## src/rtl/colgen_pkg.sv

```systemverilog
package colgen_pkg;

    // Decoded burst settings carried from the decoder to the sequencer
    typedef struct packed {
        logic [1:0] len_log;  // log2 of fixed burst length (0..3)
        logic       full;     // full-row burst, ends only on stop
        logic       ilv;      // XOR ordering instead of counting
        logic       err;      // reserved or unsupported setting
    } burst_cfg_t;

    // Length field codes; their values are decoded by the neighbour
    typedef enum logic [2:0] {
        LEN_ONE   = 3'b000,
        LEN_TWO   = 3'b001,
        LEN_FOUR  = 3'b010,
        LEN_EIGHT = 3'b011,
        LEN_ROW   = 3'b111
    } len_code_e;

endpackage

```

## src/rtl/colgen_mode_dec.sv

```systemverilog
module colgen_mode_dec
    import colgen_pkg::*;
#(
    parameter int MODE_W  = 13,
    parameter int ORD_POS = 3,
    parameter int WS_POS  = 9
) (
    input  logic [MODE_W-1:0] mode_word,
    input  logic              is_write,
    output burst_cfg_t        cfg
);

    localparam logic [MODE_W-1:0] USED_MASK =
        MODE_W'(7) | (MODE_W'(1) << ORD_POS) | (MODE_W'(1) << WS_POS);

    logic [2:0] len_code;
    logic       ord_bit;
    logic       single_wr;
    logic       unused_mode_bits;

    assign len_code         = mode_word[2:0];
    assign ord_bit          = mode_word[ORD_POS];
    assign single_wr        = is_write & mode_word[WS_POS];
    assign unused_mode_bits = ^(mode_word & ~USED_MASK);

    always_comb begin
        cfg = '0;
        case (len_code)
            LEN_ONE:   cfg.len_log = 2'd0;
            LEN_TWO:   cfg.len_log = 2'd1;
            LEN_FOUR:  cfg.len_log = 2'd2;
            LEN_EIGHT: cfg.len_log = 2'd3;
            LEN_ROW: begin
                if (ord_bit) cfg.err  = 1'b1;
                else         cfg.full = 1'b1;
            end
            default:   cfg.err = 1'b1;
        endcase
        // ordering only matters for multi-column fixed bursts
        cfg.ilv = ord_bit & (cfg.len_log != 2'd0);
        if (single_wr) begin
            cfg.len_log = 2'd0;
            cfg.full    = 1'b0;
            cfg.ilv     = 1'b0;
        end
    end

endmodule

```

## src/rtl/colgen_addr.sv

```systemverilog
module colgen_addr
    import colgen_pkg::*;
#(
    parameter int COL_W = 10
) (
    input  burst_cfg_t        cfg,
    input  logic [COL_W-1:0]  base_col,
    input  logic [COL_W-1:0]  idx,
    output logic [COL_W-1:0]  col
);

    logic [COL_W-1:0] span_mask;
    logic [COL_W-1:0] counted;
    logic [COL_W-1:0] mixed;
    logic [COL_W-1:0] moving;

    always_comb begin
        span_mask = cfg.full ? {COL_W{1'b1}} : ~({COL_W{1'b1}} << cfg.len_log);
        counted   = base_col + idx;
        mixed     = base_col ^ idx;
        moving    = cfg.ilv ? mixed : counted;
    end

    // bits inside the span move, bits above it stay with the start column
    for (genvar b = 0; b < COL_W; b++) begin : g_bit
        assign col[b] = span_mask[b] ? moving[b] : base_col[b];
    end

endmodule

```

## src/rtl/colgen_seq.sv

```systemverilog
module colgen_seq
    import colgen_pkg::*;
#(
    parameter int COL_W = 10
) (
    input  logic              clk,
    input  logic              rst_n,
    input  logic              start,
    input  logic              stop,
    input  logic [COL_W-1:0]  start_col,
    input  burst_cfg_t        cfg_in,
    output logic [COL_W-1:0]  col,
    output logic              valid,
    output logic              last,
    output logic              err
);

    typedef struct packed {
        logic              valid;
        logic              last;
        logic              err;
        logic [COL_W-1:0]  idx;
        logic [COL_W-1:0]  base;
        burst_cfg_t        cfg;
        logic [COL_W-1:0]  col;
    } seq_state_t;

    seq_state_t       st_d, st_q;
    burst_cfg_t       gen_cfg;
    logic [COL_W-1:0] gen_base;
    logic [COL_W-1:0] gen_idx;
    logic [COL_W-1:0] gen_col;
    logic             advance;
    logic [COL_W-1:0] final_idx;

    // a new burst asks for its index 0, a running one for the next index
    always_comb begin
        gen_cfg  = start ? cfg_in    : st_q.cfg;
        gen_base = start ? start_col : st_q.base;
        gen_idx  = start ? '0        : st_q.idx + 1'b1;
    end

    colgen_addr #(.COL_W(COL_W)) u_addr (
        .cfg      (gen_cfg),
        .base_col (gen_base),
        .idx      (gen_idx),
        .col      (gen_col)
    );

    always_comb begin
        st_d    = st_q;
        advance = 1'b0;
        if (start) begin
            st_d.valid = 1'b1;
            st_d.idx   = '0;
            st_d.base  = start_col;
            st_d.cfg   = cfg_in;
            st_d.err   = cfg_in.err;
            st_d.col   = gen_col;
        end else if (st_q.valid && (stop || st_q.last)) begin
            st_d.valid = 1'b0;
        end else if (st_q.valid) begin
            advance    = 1'b1;
            st_d.idx   = gen_idx;
            st_d.col   = gen_col;
        end
        final_idx = ~({COL_W{1'b1}} << st_d.cfg.len_log);
        st_d.last = st_d.valid && !st_d.cfg.full && (st_d.idx == final_idx);
    end

    always_ff @(posedge clk or negedge rst_n) begin
        if (!rst_n) st_q <= '0;
        else        st_q <= st_d;
    end

    assign col   = st_q.col;
    assign valid = st_q.valid;
    assign last  = st_q.last;
    assign err   = st_q.err;

    p_first_col_r2: assert property (@(posedge clk) disable iff (!rst_n)
        start |=> valid && col == $past(start_col));

    p_last_ends_r3: assert property (@(posedge clk) disable iff (!rst_n)
        valid && last && !start |=> !valid);

    p_last_flag_r3: assert property (@(posedge clk) disable iff (!rst_n)
        last |-> valid);

    p_row_step_r6: assert property (@(posedge clk) disable iff (!rst_n)
        valid && st_q.cfg.full && !stop && !start
        |=> valid && !last && col == COL_W'($past(col) + 1'b1));

    p_err_single_r9: assert property (@(posedge clk) disable iff (!rst_n)
        start && cfg_in.err |=> valid && last && err);

    p_stop_r10: assert property (@(posedge clk) disable iff (!rst_n)
        valid && stop && !start |=> !valid);

    p_step_once_r2: assert property (@(posedge clk) disable iff (!rst_n)
        advance |=> valid && $changed(st_q.idx));

endmodule

```

## src/rtl/burst_colgen.sv

```systemverilog
module burst_colgen
    import colgen_pkg::*;
#(
    parameter int COL_W   = 10,
    parameter int MODE_W  = 13,
    parameter int ORD_POS = 3,
    parameter int WS_POS  = 9
) (
    input  logic              clk,
    input  logic              rst_n,
    input  logic [MODE_W-1:0] mode_word,
    input  logic              start,
    input  logic              is_write,
    input  logic [COL_W-1:0]  start_col,
    input  logic              stop,
    output logic [COL_W-1:0]  col_addr,
    output logic              col_valid,
    output logic              col_last,
    output logic              mode_err
);

    burst_cfg_t dec_cfg;

    colgen_mode_dec #(
        .MODE_W  (MODE_W),
        .ORD_POS (ORD_POS),
        .WS_POS  (WS_POS)
    ) u_dec (
        .mode_word (mode_word),
        .is_write  (is_write),
        .cfg       (dec_cfg)
    );

    colgen_seq #(.COL_W(COL_W)) u_seq (
        .clk       (clk),
        .rst_n     (rst_n),
        .start     (start),
        .stop      (stop),
        .start_col (start_col),
        .cfg_in    (dec_cfg),
        .col       (col_addr),
        .valid     (col_valid),
        .last      (col_last),
        .err       (mode_err)
    );

    p_idle_reset_r1: assert property (@(posedge clk) disable iff (!rst_n)
        $rose(mode_err) |-> $past(start));

endmodule

```

## config.mk

```make
export PLATFORM = sky130hd
export DESIGN_NAME = burst_colgen
export DESIGN_NICKNAME = d
export VERILOG_FILES = /design/src/rtl/colgen_pkg.sv /design/src/rtl/colgen_mode_dec.sv /design/src/rtl/colgen_addr.sv /design/src/rtl/colgen_seq.sv /design/src/rtl/burst_colgen.sv
export SDC_FILE = /design/constraint.sdc
export NUM_CORES = 1
export LEC_CHECK = 0
export ABC_AREA = 1
export BUFFER_PORTS_ARGS = -buffer_cell sky130_fd_sc_hd__buf_4
export CORE_AREA = 2 2 73 75
export CTS_CLUSTER_SIZE = 30
export DETAILED_ROUTE_END_ITERATION = 8
export DIE_AREA = 0 0 75 77
export PLACE_DENSITY = 0.78
export SETUP_SLACK_MARGIN = 0.4
export SYNTH_ARGS = -nofsm -noshare
export SYNTH_HDL_FRONTEND = slang
export SYNTH_SLANG_ARGS = --single-unit
```

## constraint.sdc

```tcl
create_clock -name clk -period 2.3 [get_ports clk]
set_clock_uncertainty 0.1 [all_clocks]
set_input_delay 0.46 -clock clk [delete_from_list [all_inputs] [get_ports clk]]
set_output_delay 0.46 -clock clk [all_outputs]
set_load 0.05 [all_outputs]
```

==> impl_metrics.yaml, run 1 <==
outcome:
  status: "finished with violations"
  failed_checks: "negative setup slack"
global_routing:
  antenna_found_initial: 0
  grt_pass1_wl_um: 11000
  grt_pass1_vias: 2373
  grt.total_usage_pct: 24.9
  grt-ovfl-total: 0
  grt_max_degree: 38
cts:
  ctsLongestPathBuffers: 2
  root_buffer: "clkbuf_8"
  clk_pin_slew_ns: 0.08
  hold_buffers: 0
  clk_latency_ns: 0.29
  cts_tree: "yes"
  cts_buffers: 5
  numClockSinks: 37
  htreeDepth: 2
floorplanning:
  die_w_um: 75
  pin_count: 41
  coreArea_sq_mm: 0.00498
  start_util_pct: 48.8
  dieHeight_um: 77
  rows: 26
  dieArea_sq_mm: 0.00578
placed_design:
  portBuffers: 32
  gp_congestion: 0.835
  place_hpwl_um: 4400
  dp_slack_ns: -0.117
layout:
  syn_to_final_growth_pct: 42.6
  layout_commonest_cell: "nand2_1"
  layout_common_cells: "nand2_1 (83), buf_4 (62), dfrtp_1 (37), inv_1 (34), nor2_1 (27)"
  fillCellCount: 355
  diodes: 0
  nNetsFinal: 435
  drive_gt1_share_pct: 40.8
  fin_util_pct: 69.6
setup_path:
  crit_required_ns: 2.42
  crit_slowest_cell: "dfrtp_1"
  critPathMaxFanout: 4
  cp_cell_sequence: "ha_2, nand2_2, inv_2, nand3_4, inv_4, nand2_2, nand3_2, inv_2, ha_4, nand2_4, buf_4, buf_4, o21ai_2, or2_1, nand3_2, nand3_2"
  max_stage_delay_ns: 0.37
  crit_top_cell: "nand3_2"
  cp-end-kind: "register"
  path_buf_inv: 5
  worstPathArrival_ns: 2.55
  worstSetupPathType: "reg2reg"
  critPathTopFamily: "simple AND/OR/NAND/NOR gates"
  critPathLaunchType: "register"
timing:
  max_freq_mhz: 412
  hold_viol_final: 0
  finalCriticalPeriod_ns: 2.42
  rsz0062_at_grt: "true"
  relSlewSlack_pct: 68.4
  slew_violations: 0
  setup_ws_ns: -0.125
  setup_viol: 3
  tightest_slew_ns: 0.473
  fin_crit_sh_pct: 105
route:
  drt-vias-per-instance: 5.36
  route.detailed.drc: 0
  vias: 2501
  drt_iter0_drc: 161
  wl_per_cell_um: 15.1
  drt-total-wl_um: 7070
  dr.pass1.iters: 5
  postRouteAntennaNets: 0
pwr:
  p_total_mw: 2.41
  ir_worst_vdd_mv: 0.425
  p_leak_nw: 1.78
  powerDensity_mw_per_mm2: 695
yosys:
  yosysWarningCount: 0
  synth.distinct_cells: 35
  ys_seq_area_share_pct: 38.1
  synthCells: 337
  synth_nets: 376
  ys_async_sr_fraction_pct: 100
  syn_avg_cell_area_sq_um: 7.21
  synth-seq-cells: 37
  ys.flop_type: "dfrtp_1"
  syn_area_sq_mm: 0.00243
  synth-edff-count: 0
job:
  max_cap_violations: 0
min_path:
  hp-class: "in2async"
-- report_power, final --
group / internal, mW / switching, mW / total, mW
Combinational: 0.407 / 0.618 / 1.03
Clock: 0.354 / 0.245 / 0.598
Sequential: 0.735 / 0.0483 / 0.783
-- routing by layer --
metal,track usage [%],part of all wire (%)
met5,0,0
met4,8.75,2.5
met3,5.39,5.6
met2,41.0,51
met1,31.6,41
-- repair_timing --
| action | 4_1_cts | 5_1_grt |
|---|---|---|
| endpoints found under the hold margin | 0 | 0 |
| setup endpoints to repair | 9 | 10 |
| buffers inserted | 7 | 4 |
| resized for setup | 35 | 42 |
| pin swaps | 19 | 32 |
-- logic make-up (layout without fill, tap and decap cells) --
group                    after synthesis  after routing  share of synthesized area [%]
AND/OR/NAND/NOR                      174            174                           30.7
buffers and inverters                 65            125                           12.5
AO/OA/AOI/OAI                         46             46                           11.3
flip-flops                            37             37                           38.1
adder cells (fa/ha/maj)               11             11                           5.98
XOR/XNOR                               4              4                           1.44
-- worst reg2reg max path: cells and delay by family, from the launching register on --
kind | cells | cell delay, ns
AO/OA/AOI/OAI | 1 | 0.17
flip-flops | 1 | 0.37
buffers and inverters | 5 | 0.50
AND/OR/NAND/NOR | 8 | 0.72
adder cells (fa/ha/maj) | 2 | 0.52
-- sequential cells by signal, summed over array words and instances (netlist names) --
name,flops
u_seq.valid,1
u_seq.col,10
u_seq.st_q,24
u_seq.err,1
u_seq.last,1
-- worst paths after layout --
path,depth (start not counted),startpoint,endpoint,slack (ns)
max in group asynchronous,1,rst_n,u_seq.col[4],1.74
setup reg to reg,16,u_seq.st_q[26],u_seq.col[7],-0.12
hold reg to reg,2,u_seq.st_q[19],u_seq.st_q[19],0.37
hold / removal,1,rst_n,u_seq.col[2],0.003
min in group clk,3,start_col[1],u_seq.st_q[16],0.28
setup / recovery,16,u_seq.st_q[26],u_seq.col[7],-0.12
-- cell type report --
class / count / area (sq um) / share of cell area [%]
Timing Repair Buffer: 68 / 551 / 15.9
Clock buffer: 7 / 86.3 / 2.49
Inverter: 49 / 196 / 5.67
Sequential cell: 37 / 926 / 26.7
Clock inverter: 1 / 30.0 / 0.867
Tap cell: 70 / 87.6 / 2.53
Multi-Input combinational cell: 235 / 1590 / 45.8
-- synth_stat cells, types with 2 or more instances --
master,number,area [sq um]
clkbuf_1,3,11.3
a21oi_1,11,55.1
buf_6,2,22.5
or2_2,3,18.8
ha_1,10,125
o21ai_1,4,20.0
inv_2,3,11.3
o21ai_0,18,90.1
o21bai_1,3,22.5
o22ai_1,4,25.0
dfrtp_1,37,926
inv_1,45,169
buf_4,10,75.1
nor2_1,28,105
nand4_1,3,18.8
xnor2_1,3,26.3
nor3_1,2,10.0
nand3b_1,2,15.0
nand2_2,3,18.8
nand2_1,101,379
nand3_1,27,135
a31oi_1,2,12.5
-- metrics by stage --
stage               hold slack, ns  TNS (ns)  area (sq um)  instances
finish                     0.00277    -0.292          3460        467
global placement             0.348   -0.0666          2970        448
global route                0.0525    -0.754          3460        467
floorplan                   0.0644         0          2560        337
detailed placement           0.349    -0.271          2970        448
CTS                         0.0291         0          3260        463
Power figures use the tool's default switching activity.
==> inputs of run 2 (changes only) <==
CORE_AREA = 2 2 75 77   (was 2 2 73 75)
DIE_AREA = 0 0 77 79   (was 0 0 75 77)
SYNTH_HIERARCHICAL = 1   (was unset)
==> run 2 against run 1 <==
  * The flow still finishes with violations (negative setup slack)
  * Total power fell by 10%
  * Highest routed layer unchanged
  * Synthesized area grew 6.5%
  * Sequential power barely moved
==> impl_metrics.yaml, run 2 <==
yosys:
  synth.distinct_cells: 30
  yosys.area.top_type_share_pct: 35.8
  synth-xor-area-share_pct: 1.35
  synthMuxAreaShare_pct: 4.79
  syn_avg_cell_area_sq_um: 7.16
  synth_nets: 400
  synth_compound_area_share_pct: 5.42
  synth-seq-cells: 37
  synthCells: 361
  synthSimpleGateAreaFrac_pct: 34.1
  ys.flop_type: "dfrtp_1"
  syn_area_sq_mm: 0.00259
  synth.largest_area_cell: "dfrtp_1"
  ys_async_sr_fraction_pct: 100
  synth.most_common_cell: "nand2_1"
  synthAdderAreaFrac_pct: 5.61
  synthTopCellsByCount: "nand2_1 (132), inv_1 (49), dfrtp_1 (37), nand3_1 (28), nor2_1 (17)"
  synth_top_family_by_area: "simple AND/OR/NAND/NOR gates"
  yosysWarningCount: 6
  ys_top_cells_by_area: "dfrtp_1 (36%), nand2_1 (19%), inv_1 (7.1%), nand3_1 (5.4%), ha_1 (4.8%)"
  ys_seq_area_share_pct: 35.8
  synth-edff-count: 0
cts:
  root_buffer: "clkbuf_8"
  hold_buffers: 0
  cts_buffers: 5
  cts_tree: "yes"
  htreeDepth: 2
  clk_pin_slew_ns: 0.07
  clk_latency_ns: 0.29
  ctsLongestPathBuffers: 2
  numClockSinks: 37
timing:
  rsz0062_at_grt: "true"
  relSlewSlack_pct: 68.4
  setup_ws_ns: -0.0975
  max_freq_mhz: 417
  fin_crit_sh_pct: 104
  slew_violations: 0
  finalCriticalPeriod_ns: 2.40
  setup_viol: 6
  holdWs_ns: 0.0304
  hold_viol_final: 0
  tightest_slew_ns: 0.474
route:
  drt-total-wl_um: 6420
  postRouteAntennaNets: 0
  vias: 2481
  route.detailed.drc: 0
  wl_per_cell_um: 12.8
  dr.pass1.iters: 5
  drt_iter0_drc: 136
  drt-vias-per-instance: 4.94
floorplanning:
  pin_count: 41
  start_util_pct: 48.5
  dieArea_sq_mm: 0.00608
  dieHeight_um: 79
  die_w_um: 77
  coreArea_sq_mm: 0.00534
  rows: 27
global_routing:
  grtUsageMet3_pct: 3.86
  grt.total_usage_pct: 22.2
  grt-ovfl-total: 0
  grt_pass1_vias: 2496
  met1_usage_pct: 26.2
  use_met2_pct: 40.7
  grt_max_degree: 38
  antenna_found_initial: 0
  top_usage_layer: "met2"
  grt_pass1_wl_um: 10900
layout:
  design_area_sq_mm: 0.00352
  drive_gt1_share_pct: 37.9
  layout_commonest_cell: "nand2_1"
  nNetsFinal: 469
  diodes: 0
  top_register: "u_seq/st_q"
  fillCellCount: 442
  syn_to_final_growth_pct: 35.9
  fin_cells: 502
  layout_common_cells: "nand2_1 (125), buf_4 (76), inv_1 (38), dfrtp_1 (37), nand3_1 (22)"
  largest_register_ffs: 25
pwr:
  p_total_mw: 2.16
  p_leak_nw: 1.94
  powerDensity_mw_per_mm2: 614
  ir_worst_vdd_mv: 0.380
setup_path:
  cp-end-kind: "register"
  crit_slowest_cell: "dfrtp_1"
  critPathMaxFanout: 5
  crit_top_cell: "nand2_1"
  critPathLaunchType: "register"
  worstPathArrival_ns: 2.47
  crit_required_ns: 2.38
  path_buf_inv: 2
  cp_cell_sequence: "ha_4, nand2_4, buf_6, nand3_2, inv_2, ha_4, nand2_2, nor2_2, nand2_1, nand3_2, nand4_1, nand2_1, nand2_1, nand3_1, nand2_1, mux2_4"
  worstSetupPathType: "reg2reg"
  critPathTopFamily: "simple AND/OR/NAND/NOR gates"
  max_stage_delay_ns: 0.42
job:
  max_cap_violations: 0
outcome:
  failed_checks: "negative setup slack"
  status: "finished with violations"
placed_design:
  post_dp_cell_area_sq_mm: 0.00320
  dp_cells: 490
  place_hpwl_um: 4620
  gp_congestion: 0.876
  portBuffers: 32
min_path:
  hp-class: "in2async"
## run 2: cell count changes in the layout (fill, tap and decap cells not counted), moves of 5 or more
cell     previous run  this run
nand2_1            83       125
buf_4              62        76
nor2_1             27        15
o21ai_0             9         0
mux2_2              0         8
nand3_1            14        22
nand3_4             7         0
o21ai_2             7         1
nand2_2            18        13
## run 2: worst paths after layout
path	end	startpoint	cells after the start	slack [ns]
setup / recovery	u_seq/col[7]	u_seq/st_q[25]	16	-0.1
hold / removal	u_seq/st_q[34]	rst_n	1	0.03
setup reg to reg	u_seq/col[7]	u_seq/st_q[25]	16	-0.1
hold reg to reg	u_seq/st_q[10]	u_seq/st_q[10]	2	0.39
max in group asynchronous	u_seq/st_q[16]	rst_n	1	1.74
min in group clk	u_seq/st_q[24]	start_col[9]	3	0.33
## run 2: metrics by stage
stage | setup slack, ns | utilization, % | TNS [ns]
after global placement | -0.170 | 60.0 | -0.924
after floorplan | -0.0854 | - | -0.195
after detailed placement | -0.237 | 60.0 | -1.30
after global routing | -0.261 | 65.9 | -1.39
after CTS | -0.0803 | 64.3 | -0.251
final | -0.0975 | 65.9 | -0.457
## run 2: what timing repair did
action	in CTS	in global routing
pin swaps	19	9
buffers inserted	3	2
endpoints found under the setup margin	9	10
resized for setup	34	17
## run 2: metal layers
metal / wire length, um / vias up
li1: - / 1249
met1: 2690 / 1160
met2: 3370 / 61
met3: 275 / 11
met4: 73 / 0
met5: 0 / -
## run 2: cell type report
type / instances / area, sq um / share of cell area, %
inverters: 51 / 206 / 5.87
clock buffers: 7 / 86.3 / 2.46
multi-input cells: 254 / 1570 / 44.7
well taps: 72 / 90.1 / 2.56
flip-flops and latches: 37 / 926 / 26.3
repair buffers: 81 / 636 / 18.1
## run 2: kinds of logic after synthesis
family | after synthesis
AND/OR/NAND/NOR | 203
buffers and inverters | 70
flip-flops | 37
AO/OA/AOI/OAI | 25
multiplexers | 11
adder cells (fa/ha/maj) | 11
XOR/XNOR | 4
## run 2: worst reg2reg max path: cells and delay by family, from the launching register on
| kind | cells | cell delay [ns] |
|---|---|---|
| adders and majority gates | 2 | 0.46 |
| buffers and inverters | 2 | 0.18 |
| DFF | 1 | 0.42 |
| muxes | 1 | 0.25 |
| and+or+nand+nor | 11 | 0.89 |
## run 2: power breakdown
part / switching, mW / leakage, nW / internal (mW)
sequential: 0.0516 / 0.467 / 0.732
clock: 0.221 / 0.0443 / 0.238
combinational: 0.531 / 1.43 / 0.387
